### config.mk
export PLATFORM = sky130hd
export DESIGN_NAME = rxq_flush_fifo
export DESIGN_NICKNAME = d
export VERILOG_FILES = /design/src/rtl/rxq_pkg.sv /design/src/rtl/rxq_flush_ctrl.sv /design/src/rtl/rxq_ring.sv /design/src/rtl/rxq_flush_fifo.sv
export SDC_FILE = /design/constraint.sdc
export NUM_CORES = 2
export LEC_CHECK = 0
export BUFFER_PORTS_ARGS = -buffer_cell sky130_fd_sc_hd__buf_2
export CAP_MARGIN = 20
export CORE_MARGIN = 4
export CORE_UTILIZATION = 30
export CTS_CLUSTER_SIZE = 24
export DETAILED_ROUTE_END_ITERATION = 8
export GPL_ROUTABILITY_DRIVEN = 0
export SYNTH_ARGS = -nofsm -noshare
export SYNTH_HDL_FRONTEND = slang
export SYNTH_SLANG_ARGS = --single-unit
### constraint.sdc
create_clock -name clk -period 9.58 [get_ports clk]
set_input_delay 1.916 -clock clk [delete_from_list [all_inputs] [get_ports clk]]
set_output_delay 1.916 -clock clk [all_outputs]
set_load 0.05 [all_outputs]
### src/rtl/rxq_pkg.sv
package rxq_pkg;
  localparam int CTL_RST_BIT = 0;
  localparam int CTL_ON_BIT  = 1;
  localparam int CTL_OFF_BIT = 2;

  typedef struct packed {
    logic on_disable;
    logic on_enable;
  } auto_cfg_t;

  typedef enum logic [1:0] {
    FL_NONE = 2'd0,
    FL_SW   = 2'd1,
    FL_RISE = 2'd2,
    FL_FALL = 2'd3
  } flush_src_t;

  function automatic flush_src_t pick_src(logic sw, logic rise, logic fall,
                                          auto_cfg_t cfg);
    if (sw)                        return FL_SW;
    else if (rise && cfg.on_enable) return FL_RISE;
    else if (fall && cfg.on_disable) return FL_FALL;
    else                           return FL_NONE;
  endfunction
endpackage

### src/rtl/rxq_flush_ctrl.sv
module rxq_flush_ctrl
  import rxq_pkg::*;
(
  input  logic       clk,
  input  logic       rst_n,
  input  logic       ctl_we,
  input  logic [2:0] ctl_bits,
  input  logic       rx_enable,
  output logic       flush_o,
  output flush_src_t src_o
);
  auto_cfg_t auto_q;
  logic      rx_en_q;
  logic      sw_rst, en_rise, en_fall;

  assign sw_rst  = ctl_we && ctl_bits[CTL_RST_BIT];
  assign en_rise = rx_enable && !rx_en_q;
  assign en_fall = !rx_enable && rx_en_q;
  assign src_o   = pick_src(sw_rst, en_rise, en_fall, auto_q);
  assign flush_o = (src_o != FL_NONE);

  always_ff @(posedge clk or negedge rst_n) begin
    if (!rst_n) begin
      rx_en_q           <= 1'b0;
      auto_q.on_enable  <= 1'b1;
      auto_q.on_disable <= 1'b0;
    end else begin
      rx_en_q <= rx_enable;
      if (ctl_we) begin
        auto_q.on_enable  <= ctl_bits[CTL_ON_BIT];
        auto_q.on_disable <= ctl_bits[CTL_OFF_BIT];
      end
    end
  end

  // a reset-bit write always produces a flush
  a_r6_sw_flush: assert property (@(posedge clk) disable iff (!rst_n)
    (ctl_we && ctl_bits[CTL_RST_BIT]) |-> flush_o);
  // falling edge without flush-on-disable and without software reset gives no flush
  a_r8_no_fall_flush: assert property (@(posedge clk) disable iff (!rst_n)
    (!rx_enable && rx_en_q && !auto_q.on_disable && !sw_rst) |-> !flush_o);
  // auto bits hold between writes
  a_r9_auto_hold: assert property (@(posedge clk) disable iff (!rst_n)
    !ctl_we |=> $stable(auto_q));
endmodule

### src/rtl/rxq_ring.sv
module rxq_ring #(
  parameter int DATA_W = 8,
  parameter int DEPTH  = 512,
  localparam int AW    = (DEPTH > 1) ? $clog2(DEPTH) : 1,
  localparam int LVL_W = $clog2(DEPTH + 1)
) (
  input  logic              clk,
  input  logic              rst_n,
  input  logic              flush,
  input  logic              wr_valid,
  input  logic [DATA_W-1:0] wr_data,
  input  logic              rd_en,
  output logic [DATA_W-1:0] rd_data,
  output logic              ovf,
  output logic [LVL_W-1:0]  level
);
  localparam logic [LVL_W-1:0] FULL_LVL = LVL_W'(DEPTH);
  localparam logic [AW-1:0]    LAST_IDX = AW'(DEPTH - 1);

  logic [DATA_W-1:0] mem [DEPTH];
  logic [AW-1:0]     wptr, rptr;
  logic              is_full, is_empty;
  logic              wr_acc, wr_drop, rd_acc;

  function automatic logic [AW-1:0] ptr_inc(logic [AW-1:0] p);
    return (p == LAST_IDX) ? '0 : p + 1'b1;
  endfunction

  function automatic logic [LVL_W-1:0] lvl_next(logic [LVL_W-1:0] l,
                                                logic w, logic r);
    case ({w, r})
      2'b10:   return l + 1'b1;
      2'b01:   return l - 1'b1;
      default: return l;
    endcase
  endfunction

  assign is_full  = (level == FULL_LVL);
  assign is_empty = (level == '0);
  assign wr_acc   = wr_valid && !flush && !is_full;
  assign wr_drop  = wr_valid && !flush && is_full;
  assign rd_acc   = rd_en && !flush && !is_empty;

  always_ff @(posedge clk) begin
    if (wr_acc) mem[wptr] <= wr_data;
  end

  always_ff @(posedge clk or negedge rst_n) begin
    if (!rst_n) begin
      wptr    <= '0;
      rptr    <= '0;
      level   <= '0;
      rd_data <= '0;
      ovf     <= 1'b0;
    end else begin
      ovf <= wr_drop;
      if (rd_en) rd_data <= rd_acc ? mem[rptr] : '0;
      if (flush) begin
        wptr  <= '0;
        rptr  <= '0;
        level <= '0;
      end else begin
        if (wr_acc) wptr <= ptr_inc(wptr);
        if (rd_acc) rptr <= ptr_inc(rptr);
        level <= lvl_next(level, wr_acc, rd_acc);
      end
    end
  end

  // level never exceeds depth
  a_r3_level_bound: assert property (@(posedge clk) disable iff (!rst_n)
    level <= FULL_LVL);
  // a push into a full store without a pop keeps it full and pulses overflow
  a_r4_no_overflow: assert property (@(posedge clk) disable iff (!rst_n)
    (is_full && wr_valid && !rd_en && !flush) |=> (is_full && ovf));
  // popping an empty store yields zero
  a_r5_empty_read: assert property (@(posedge clk) disable iff (!rst_n)
    (is_empty && rd_en) |=> (rd_data == '0 && !ovf));
  // a flush leaves the store empty
  a_r10_flush_clears: assert property (@(posedge clk) disable iff (!rst_n)
    flush |=> (level == '0 && !ovf));
endmodule

### src/rtl/rxq_flush_fifo.sv
module rxq_flush_fifo
  import rxq_pkg::*;
#(
  parameter int DATA_W = 8,
  parameter int DEPTH  = 512,
  parameter int REG_W  = 16,
  localparam int LVL_W = $clog2(DEPTH + 1)
) (
  input  logic              clk,
  input  logic              rst_n,
  input  logic              wr_valid,
  input  logic [DATA_W-1:0] wr_data,
  input  logic              rd_en,
  output logic [DATA_W-1:0] rd_data,
  output logic              ovf_pulse,
  input  logic              ctl_we,
  input  logic [REG_W-1:0]  ctl_wdata,
  input  logic              rx_enable,
  output logic [REG_W-1:0]  fill_count
);
  logic             flush_evt;
  flush_src_t       flush_src;
  logic [LVL_W-1:0] level;
  logic             unused_rsvd;

  assign unused_rsvd = ^ctl_wdata[REG_W-1:3];

  rxq_flush_ctrl u_ctrl (
    .clk       (clk),
    .rst_n     (rst_n),
    .ctl_we    (ctl_we),
    .ctl_bits  (ctl_wdata[2:0]),
    .rx_enable (rx_enable),
    .flush_o   (flush_evt),
    .src_o     (flush_src)
  );

  rxq_ring #(.DATA_W(DATA_W), .DEPTH(DEPTH)) u_ring (
    .clk      (clk),
    .rst_n    (rst_n),
    .flush    (flush_evt),
    .wr_valid (wr_valid),
    .wr_data  (wr_data),
    .rd_en    (rd_en),
    .rd_data  (rd_data),
    .ovf      (ovf_pulse),
    .level    (level)
  );

  assign fill_count = REG_W'(level);

  // upper count bits are zero
  a_r3_upper_zero: assert property (@(posedge clk) disable iff (!rst_n)
    fill_count[REG_W-1:LVL_W] == '0);
  // overflow is a single-cycle pulse
  a_r4_ovf_single: assert property (@(posedge clk) disable iff (!rst_n)
    ovf_pulse |=> !ovf_pulse || $past(wr_valid));
  // any flush source leaves a zero count on the port
  a_r10_port_zero: assert property (@(posedge clk) disable iff (!rst_n)
    (flush_src != FL_NONE) |=> fill_count == '0);
endmodule

[After elaboration in Yosys (flattened, before gate mapping)]
Memories as Yosys holds them, arrays and structs flattened.
Cells that the tools add are included.
Word-level totals
  register bits: 40
  RAM bits: 4096
  input port bits: 30
  output and inout bits: 25
  word-level logic and storage cells: 52
  memories: 1
Cells by class
  add/subtract/negate cells: 4
  equal/unequal tests: 5
  mux-type cells: 14
  reductions and logical operators: 20
Memories
  u_ring.mem: depth 512, width 8, read ports 1, clocked after memory_dff 0, wr ports 1, RTL line rxq_ring.sv:20  | logic [DATA_W-1:0] mem [DEPTH];
Operator list (number)
  $mux 9: 6
  $pmux 10 s2: 1
  $add 9x1->9 const B: 2
  $eq 9x9->1 const B: 2
  $add 10x1->10 const B: 1
  $eq 10x10->1 const B: 1
  $logic_and 1x1->1: 10
  $logic_not 10->1: 1
  $mux 10: 1
  $sub 10x1->10 const B: 1
  $mux 8: 1
  $mux 2: 3
  $reduce_bool 2->1: 3
  $logic_not 1->1: 5
  $reduce_bool 3->1: 1
  $eq 2x1->1 const B: 1
  $eq 2x2->1 const B: 1
  $mux 1: 2

[Longest topological paths before layout]
  word-level depth: 13
  gate-level depth with buffers: 17
  mapped depth without buffers: 14

[Modules after synthesis]
Synthesis repeated with hierarchy kept, for this count alone.
Unflattened totals
  cells, all modules: 8437
  area, all modules: 162784.9 um^2
By module, submodules not included
  rxq_ring: instances 1, cells each 8419, area each 162602.2 um^2, sequential area each 123923.9 um^2
  rxq_flush_ctrl: instances 1, cells each 11, area each 133.9 um^2, sequential area each 76.3 um^2
  rxq_flush_fifo: instances 1, cells each 7, area each 48.8 um^2, sequential area each 0.0 um^2

[Worst setup path after synthesis]
OpenSTA, ideal clock, no wires.
  kind: in2reg
  from: input rx_enable
  to: register u_ring.level[6]
  library setup time: 132 ps
  data arrival time: 5478 ps
  required time: 9448 ps
  setup slack: 3970 ps
  stages: 16
  buffers on the path: 3
  cell sequence: and3b_1 -> a211oi_2 -> o211a_1 -> clkbuf_1 -> ha_1 -> clkbuf_1 -> clkbuf_1 -> xor2_1 -> ha_1 -> or3_1 -> a21oi_1 -> nor2_1 -> or3b_2 -> a31oi_1 -> xnor2_1 -> nor2_1
On the way
  cells in the longest elaborated chain, start to end: 13
  elaborated cells on any way between the ends: 19
  those cells by class: eq/ne: 2; mux: 5; reduce/logical: 12
Ends and longest elaborated chain
  from (decl): RTL line rxq_flush_fifo.sv:18  | input logic rx_enable,
  $logic_not 1->1: RTL line rxq_flush_ctrl.sv:18  | assign en_fall = !rx_enable && rx_en_q;
  $logic_and 1x1->1: RTL line rxq_flush_ctrl.sv:18
  $logic_and 1x1->1: RTL line rxq_pkg.sv:22  | else if (fall && cfg.on_disable) return FL_FALL;
  $mux 2: RTL line rxq_pkg.sv:22
  $mux 2 *: RTL line rxq_pkg.sv:21  | else if (rise && cfg.on_enable) return FL_RISE;
  $mux 2 *: RTL line rxq_pkg.sv:20  | if (sw) return FL_SW;
  $reduce_bool 2->1 *: RTL line rxq_flush_ctrl.sv:20  | assign flush_o = (src_o != FL_NONE);
  $logic_not 1->1: RTL line rxq_ring.sv:40, rxq_ring.sv:42
  $logic_and 1x1->1, on equally long branches (2 in a row): RTL line rxq_ring.sv:42, rxq_ring.sv:40
  $eq 2x1->1 or $eq 2x2->1 (tied branches): RTL line rxq_ring.sv:31  | case ({w, r})
  $pmux 10 s2: RTL line rxq_ring.sv:31
  $mux 10: RTL line rxq_ring.sv:58  | if (flush) begin
  to (signal assigned): RTL line rxq_ring.sv:65  | level <= lvl_next(level, wr_acc, rd_acc);
  to (decl): RTL line rxq_ring.sv:15  | output logic [LVL_W-1:0] level
Mark *: on every way between the ends. The rest lies on a longest branch, timed or not.
A chain may end at the register's enable or synchronous reset.

[Worst setup path after layout]
  from: input rx_enable
  to: memory u_ring.mem[483][4] (enable)
On the way
  cells in the longest elaborated chain, start to end: 12
  elaborated cells on any way between the ends: 14
  those cells by class: mux: 5; reduce/logical: 9
Ends and longest elaborated chain
  $logic_not 1->1: RTL line rxq_flush_ctrl.sv:18
  $logic_and 1x1->1: RTL line rxq_flush_ctrl.sv:18
  $logic_and 1x1->1: RTL line rxq_pkg.sv:22
  $mux 2: RTL line rxq_pkg.sv:22
  $mux 2 *: RTL line rxq_pkg.sv:21
  $mux 2 *: RTL line rxq_pkg.sv:20
  $reduce_bool 2->1 *: RTL line rxq_flush_ctrl.sv:20
  $logic_not 1->1 *: RTL line rxq_ring.sv:40  | assign wr_acc = wr_valid && !flush && !is_full;
  $logic_and 1x1->1 * (2 in a row): RTL line rxq_ring.sv:40
  $mux 1 *: RTL line rxq_ring.sv:45  | if (wr_acc) mem[wptr] <= wr_data;
  $mux 1 (not written as such) *: RTL line rxq_ring.sv:45
  to (decl): RTL line rxq_ring.sv:20
Marks and branches as above.

==> flow_summary.html <==
<table>
<tr><th>Metric</th><th>Value</th></tr>
<tr><th colspan="2">Clock network</th></tr>
<tr><td>CTS clk-pin slew, worst paths</td><td>70 ps</td></tr>
<tr><td>Total setup buffers inserted after CTS</td><td>0</td></tr>
<tr><td>CTS tree</td><td>yes</td></tr>
<tr><td>Cts bufs inserted</td><td>420</td></tr>
<tr><td>Depth of the CTS H-tree</td><td>5</td></tr>
<tr><td># resized after CTS</td><td>0</td></tr>
<tr><td>Number of sinks driven by the clock tree</td><td>4,136</td></tr>
<tr><td>Clock Path Buffers</td><td>4</td></tr>
<tr><td>Hold-fix buffers, CTS</td><td>0</td></tr>
<tr><td>CTS root buf</td><td>sky130_fd_sc_hd__clkbuf_16</td></tr>
<tr><td>Worst skew pair latency</td><td>950 ps</td></tr>
<tr><th colspan="2">GRT</th></tr>
<tr><td>M3 GR Usage</td><td>2.83%</td></tr>
<tr><td>Global route total overflow</td><td>0</td></tr>
<tr><td>Via count of the first global-routing pass</td><td>78,191</td></tr>
<tr><td>Met2 GRT Util</td><td>23.8%</td></tr>
<tr><td>Busiest layer in global routing</td><td>met2</td></tr>
<tr><td>Wire length of the first global-routing pass</td><td>579 mm</td></tr>
<tr><td>Number of antenna violations at the first check in global routing</td><td>19</td></tr>
<tr><td>Met1 Use GR</td><td>19.2%</td></tr>
<tr><td>Largest net degree at the start of global routing</td><td>232</td></tr>
<tr><td>GRT Overall Usage</td><td>14.4%</td></tr>
<tr><th colspan="2">Route</th></tr>
<tr><td>Post-route DRC violation count</td><td>5</td></tr>
<tr><td>Post-detailed-routing wire length</td><td>407 mm</td></tr>
<tr><td>Via/cell ratio</td><td>5.16</td></tr>
<tr><td>Detailed Route Iter0 Violations</td><td>9,378</td></tr>
<tr><td>Routed wire per std cell</td><td>27.5 um</td></tr>
<tr><td>Detailed-route via count</td><td>76,412</td></tr>
<tr><td>Pre-Repair DR Iteration Count</td><td>8</td></tr>
<tr><td>Post-detailed-route count of antenna-violating nets</td><td>0</td></tr>
<tr><th colspan="2">Critical path</th></tr>
<tr><td>Arr. time, crit path</td><td>6790 ps</td></tr>
<tr><td>Maximum fanout along the worst path</td><td>25</td></tr>
<tr><td>Type of the worst setup path</td><td>input pin to flip-flop</td></tr>
<tr><td>Endpoint type of the worst setup path</td><td>flip-flop</td></tr>
<tr><td>Required time at the worst-slack endpoint</td><td>10,150 ps</td></tr>
<tr><td>Sort of element at the start of the critical path</td><td>input pin</td></tr>
<tr><th colspan="2">Outcome</th></tr>
<tr><td>Result of the run</td><td>complete, but fails checks</td></tr>
<tr><td>Violated checks</td><td>design-rule violations</td></tr>
<tr><th colspan="2">Yosys</th></tr>
<tr><td>FFs w/ async S/R, synth</td><td>0.967%</td></tr>
<tr><td>Yosys Warn Count</td><td>0</td></tr>
<tr><td>Cells after synthesis</td><td>7,274</td></tr>
<tr><td>Post-Syn Area</td><td>160,000 um2</td></tr>
<tr><td>FF+latch count, synth</td><td>4,136</td></tr>
<tr><td>Most common flop cell mapped by yosys</td><td>sky130_fd_sc_hd__edfxtp_1</td></tr>
<tr><td>Unique masters post-synth</td><td>69</td></tr>
<tr><td>Portion of the post-synthesis area used by sequential elements</td><td>77.4%</td></tr>
<tr><td>Count of flip-flops with a built-in enable after synthesis</td><td>4,096</td></tr>
<tr><td>Synth Area per Inst</td><td>22.0 um2</td></tr>
<tr><th colspan="2">STA</th></tr>
<tr><td>Max-Slew Margin vs Limit</td><td>14.1%</td></tr>
<tr><td>Maximum achievable frequency</td><td>0.161 GHz</td></tr>
<tr><td>Measured slew at the worst slew-check pin</td><td>1290 ps</td></tr>
<tr><td>Total count of hold-check failures in the final report</td><td>0</td></tr>
<tr><td>Total setup violations reported at the end of the flow</td><td>0</td></tr>
<tr><td>Slew Limit Fails</td><td>0</td></tr>
<tr><td>Setup Skew</td><td>54.1 ps</td></tr>
<tr><td>Setup repair after global routing missed its margin</td><td>false</td></tr>
<tr><td>Final total negative setup slack</td><td>0 ps</td></tr>
<tr><td>Minimum clock period</td><td>6220 ps</td></tr>
<tr><td>Period utilization</td><td>64.9%</td></tr>
<tr><th colspan="2">Layout</th></tr>
<tr><td>Share of cells above drive strength 1</td><td>24.3%</td></tr>
<tr><td>Nets@finish</td><td>7,469</td></tr>
<tr><td>Synthesis-to-finish area growth</td><td>13.6%</td></tr>
<tr><td>Final Util</td><td>34.2%</td></tr>
<tr><th colspan="2">Place</th></tr>
<tr><td>Detailed Place HPWL</td><td>236 mm</td></tr>
<tr><td>Port Buffers</td><td>35</td></tr>
<tr><th colspan="2">Power and ir drop</th></tr>
<tr><td>Pint</td><td>32.8 mW</td></tr>
<tr><td>Net switching power figure</td><td>11.4 mW</td></tr>
<tr><td>IR Drop Worst-Case VDD</td><td>0.213 mV</td></tr>
<tr><td>Power share of the clock group</td><td>36.3%</td></tr>
<tr><td>Logic pwr share</td><td>18.1%</td></tr>
<tr><td>Sw frac</td><td>25.7%</td></tr>
<tr><td>Power per Cell Area</td><td>243 nW/um2</td></tr>
<tr><td>Pleak</td><td>53.1 nW</td></tr>
<tr><td>Share of total power in sequential cells</td><td>45.6%</td></tr>
<tr><th colspan="2">Floorplanning</th></tr>
<tr><td>Core area</td><td>532,000 um2</td></tr>
<tr><td>Horiz. Die Dim</td><td>739 um</td></tr>
<tr><td>Top-level I/O count</td><td>55</td></tr>
<tr><td>Height of the die</td><td>739 um</td></tr>
<tr><td>Std-Cell Rows</td><td>268</td></tr>
<tr><td>Die Outline Area</td><td>545,000 um2</td></tr>
<tr><td>Initial Utilization</td><td>30.1%</td></tr>
<tr><th colspan="2">Run</th></tr>
<tr><td>Maximum Capacitance Violations</td><td>0</td></tr>
<tr><th colspan="2">Hold path</th></tr>
<tr><td>Worst hold-check path type</td><td>flip-flop to flip-flop</td></tr>
</table>
-- Yosys cell counts, types with 7 or more instances --
master	instances	area, um2
sky130_fd_sc_hd__a2111oi_0	18	158
sky130_fd_sc_hd__a211oi_1	33	248
sky130_fd_sc_hd__a21oi_1	61	305
sky130_fd_sc_hd__a221oi_1	30	263
sky130_fd_sc_hd__a22o_1	47	412
sky130_fd_sc_hd__a22oi_1	161	1210
sky130_fd_sc_hd__a31oi_1	27	169
sky130_fd_sc_hd__and3_1	16	100
sky130_fd_sc_hd__buf_1	29	109
sky130_fd_sc_hd__buf_2	117	586
sky130_fd_sc_hd__buf_4	75	563
sky130_fd_sc_hd__buf_6	50	563
sky130_fd_sc_hd__clkbuf_1	192	721
sky130_fd_sc_hd__dfrtp_1	39	976
sky130_fd_sc_hd__edfxtp_1	4096	123000
sky130_fd_sc_hd__ha_1	12	150
sky130_fd_sc_hd__mux2i_1	131	1310
sky130_fd_sc_hd__mux4_2	1069	24100
sky130_fd_sc_hd__nand2_1	118	443
sky130_fd_sc_hd__nand2b_1	20	125
sky130_fd_sc_hd__nand3_1	37	185
sky130_fd_sc_hd__nand3b_1	9	67.6
sky130_fd_sc_hd__nand4_1	23	144
sky130_fd_sc_hd__nor2_1	568	2130
sky130_fd_sc_hd__nor2b_1	22	138
sky130_fd_sc_hd__nor3_1	19	95.1
sky130_fd_sc_hd__nor4_1	24	150
sky130_fd_sc_hd__o211ai_1	25	188
sky130_fd_sc_hd__o21ai_0	32	160
sky130_fd_sc_hd__o22ai_1	58	363
sky130_fd_sc_hd__o32ai_1	7	61.3
sky130_fd_sc_hd__or3_1	7	43.8
-- per-layer routing --
layer,wire length [um],up-vias
li1,-,31092
met1,161000,41027
met2,199000,3586
met3,32300,701
met4,14100,6
met5,433,-
-- logic make-up (layout without fill, tap and decap cells) --
family | Yosys count | count (layout) | share of synthesized area (%)
flops | 4136 | 4136 | 77.4
fa+ha+maj | 12 | 12 | 0.0938
mux | 1204 | 1204 | 15.9
compound gates | 545 | 545 | 2.46
simple gates | 895 | 895 | 2.43
other cells | 1 | 12 | 0.00234
xor+xnor | 9 | 9 | 0.0492
buf+inv | 472 | 972 | 1.63
-- cell type report --
cell class	count	area [um2]
Tap cell	7020	8780
Multi-Input combinational cell	2671	33700
Sequential cell	4136	124000
Fill cell	48541	350000
Clock inverter	238	2340
Inverter	7	26.3
Timing Repair Buffer	191	1810
Clock buffer	536	11100
Antenna cell	6	15.0
-- layout by cell type, fill, tap and decap left out, types with 30 or more instances in the layout --
| cell | count |
|---|---|
| sky130_fd_sc_hd__clkinv_1 | 86 |
| sky130_fd_sc_hd__clkinv_2 | 67 |
| sky130_fd_sc_hd__bufinv_16 | 36 |
| sky130_fd_sc_hd__mux4_2 | 1069 |
| sky130_fd_sc_hd__buf_4 | 125 |
| sky130_fd_sc_hd__o21ai_0 | 32 |
| sky130_fd_sc_hd__nor2_1 | 566 |
| sky130_fd_sc_hd__a21oi_1 | 61 |
| sky130_fd_sc_hd__a22oi_1 | 161 |
| sky130_fd_sc_hd__clkbuf_16 | 428 |
| sky130_fd_sc_hd__edfxtp_1 | 4096 |
| sky130_fd_sc_hd__a221oi_1 | 30 |
| sky130_fd_sc_hd__clkbuf_1 | 106 |
| sky130_fd_sc_hd__nand2_1 | 106 |
| sky130_fd_sc_hd__dfrtp_1 | 33 |
| sky130_fd_sc_hd__mux2i_1 | 131 |
| sky130_fd_sc_hd__o22ai_1 | 58 |
| sky130_fd_sc_hd__a211oi_1 | 33 |
| sky130_fd_sc_hd__nand3_1 | 33 |
| sky130_fd_sc_hd__a22o_1 | 47 |
-- metrics by stage --
| step | hold WS [ps] | power [mW] | instance area [um2] | std cells | setup WS, ps |
|---|---|---|---|---|---|
| floorplan | 473 | 26.2 | 160000 | 7279 | 3970 |
| global route | 528 | 45.7 | 182000 | 14800 | 3300 |
| detailed placement | 493 | 28.6 | 168000 | 14022 | 2460 |
| global placement | 484 | 28.5 | 168000 | 14021 | 2550 |
| finish | 506 | 44.1 | 182000 | 14805 | 3360 |
| CTS | 507 | 44.5 | 182000 | 14796 | 3490 |
-- power by group through the flow --
stage	sequential, mW	combinational (mW)	clock [mW]
3_3_place_gp	20.5	8.00	0
3_5_place_dp	20.5	8.09	0
4_1_cts	20.1	8.12	16.3
2_1_floorplan	20.4	5.73	0
5_1_grt	20.1	8.44	17.1
6_report	20.1	7.99	16.0
-- sequential cells by signal, indices dropped and copies added (netlist names) --
name            count
u_ring.level       10
u_ctrl.rx_en_q      1
u_ring.rptr         9
u_ctrl.auto_q       2
u_ring.rd_data      8
u_ring.wptr         9
u_ring.ovf          1
u_ring.mem       4096
-- worst paths after layout --
path / cells past startpoint / slack [ps] / end / from
worst min register to register: 1 / 510 / u_ctrl.auto_q[1]$_DFFE_PN0P_ / u_ctrl.auto_q[1]$_DFFE_PN0P_
worst max-delay path: 9 / 3360 / u_ring.mem[483][4]$_DFFE_PP_ / rx_enable
worst min-delay path: 1 / 510 / u_ctrl.auto_q[1]$_DFFE_PN0P_ / u_ctrl.auto_q[1]$_DFFE_PN0P_
max in group asynchronous: 2 / 7790 / u_ring.rptr[3]$_DFFE_PN0P_ / rst_n
worst max register to register: 8 / 4100 / u_ring.mem[483][4]$_DFFE_PP_ / u_ctrl.rx_en_q$_DFF_PN0_
min in group asynchronous: 2 / 1150 / u_ring.ovf$_DFF_PN0_ / rst_n
-- critical path: stages --
cell and delay, ps:
sky130_fd_sc_hd__buf_2 110, sky130_fd_sc_hd__and3b_1 200, sky130_fd_sc_hd__a211oi_2 680, sky130_fd_sc_hd__and3_1 550, sky130_fd_sc_hd__inv_1 310, sky130_fd_sc_hd__nor3_1 930
sky130_fd_sc_hd__nand2_4 870, sky130_fd_sc_hd__buf_4 530, sky130_fd_sc_hd__nor2_1 670
(Power assumes the default switching activity.)
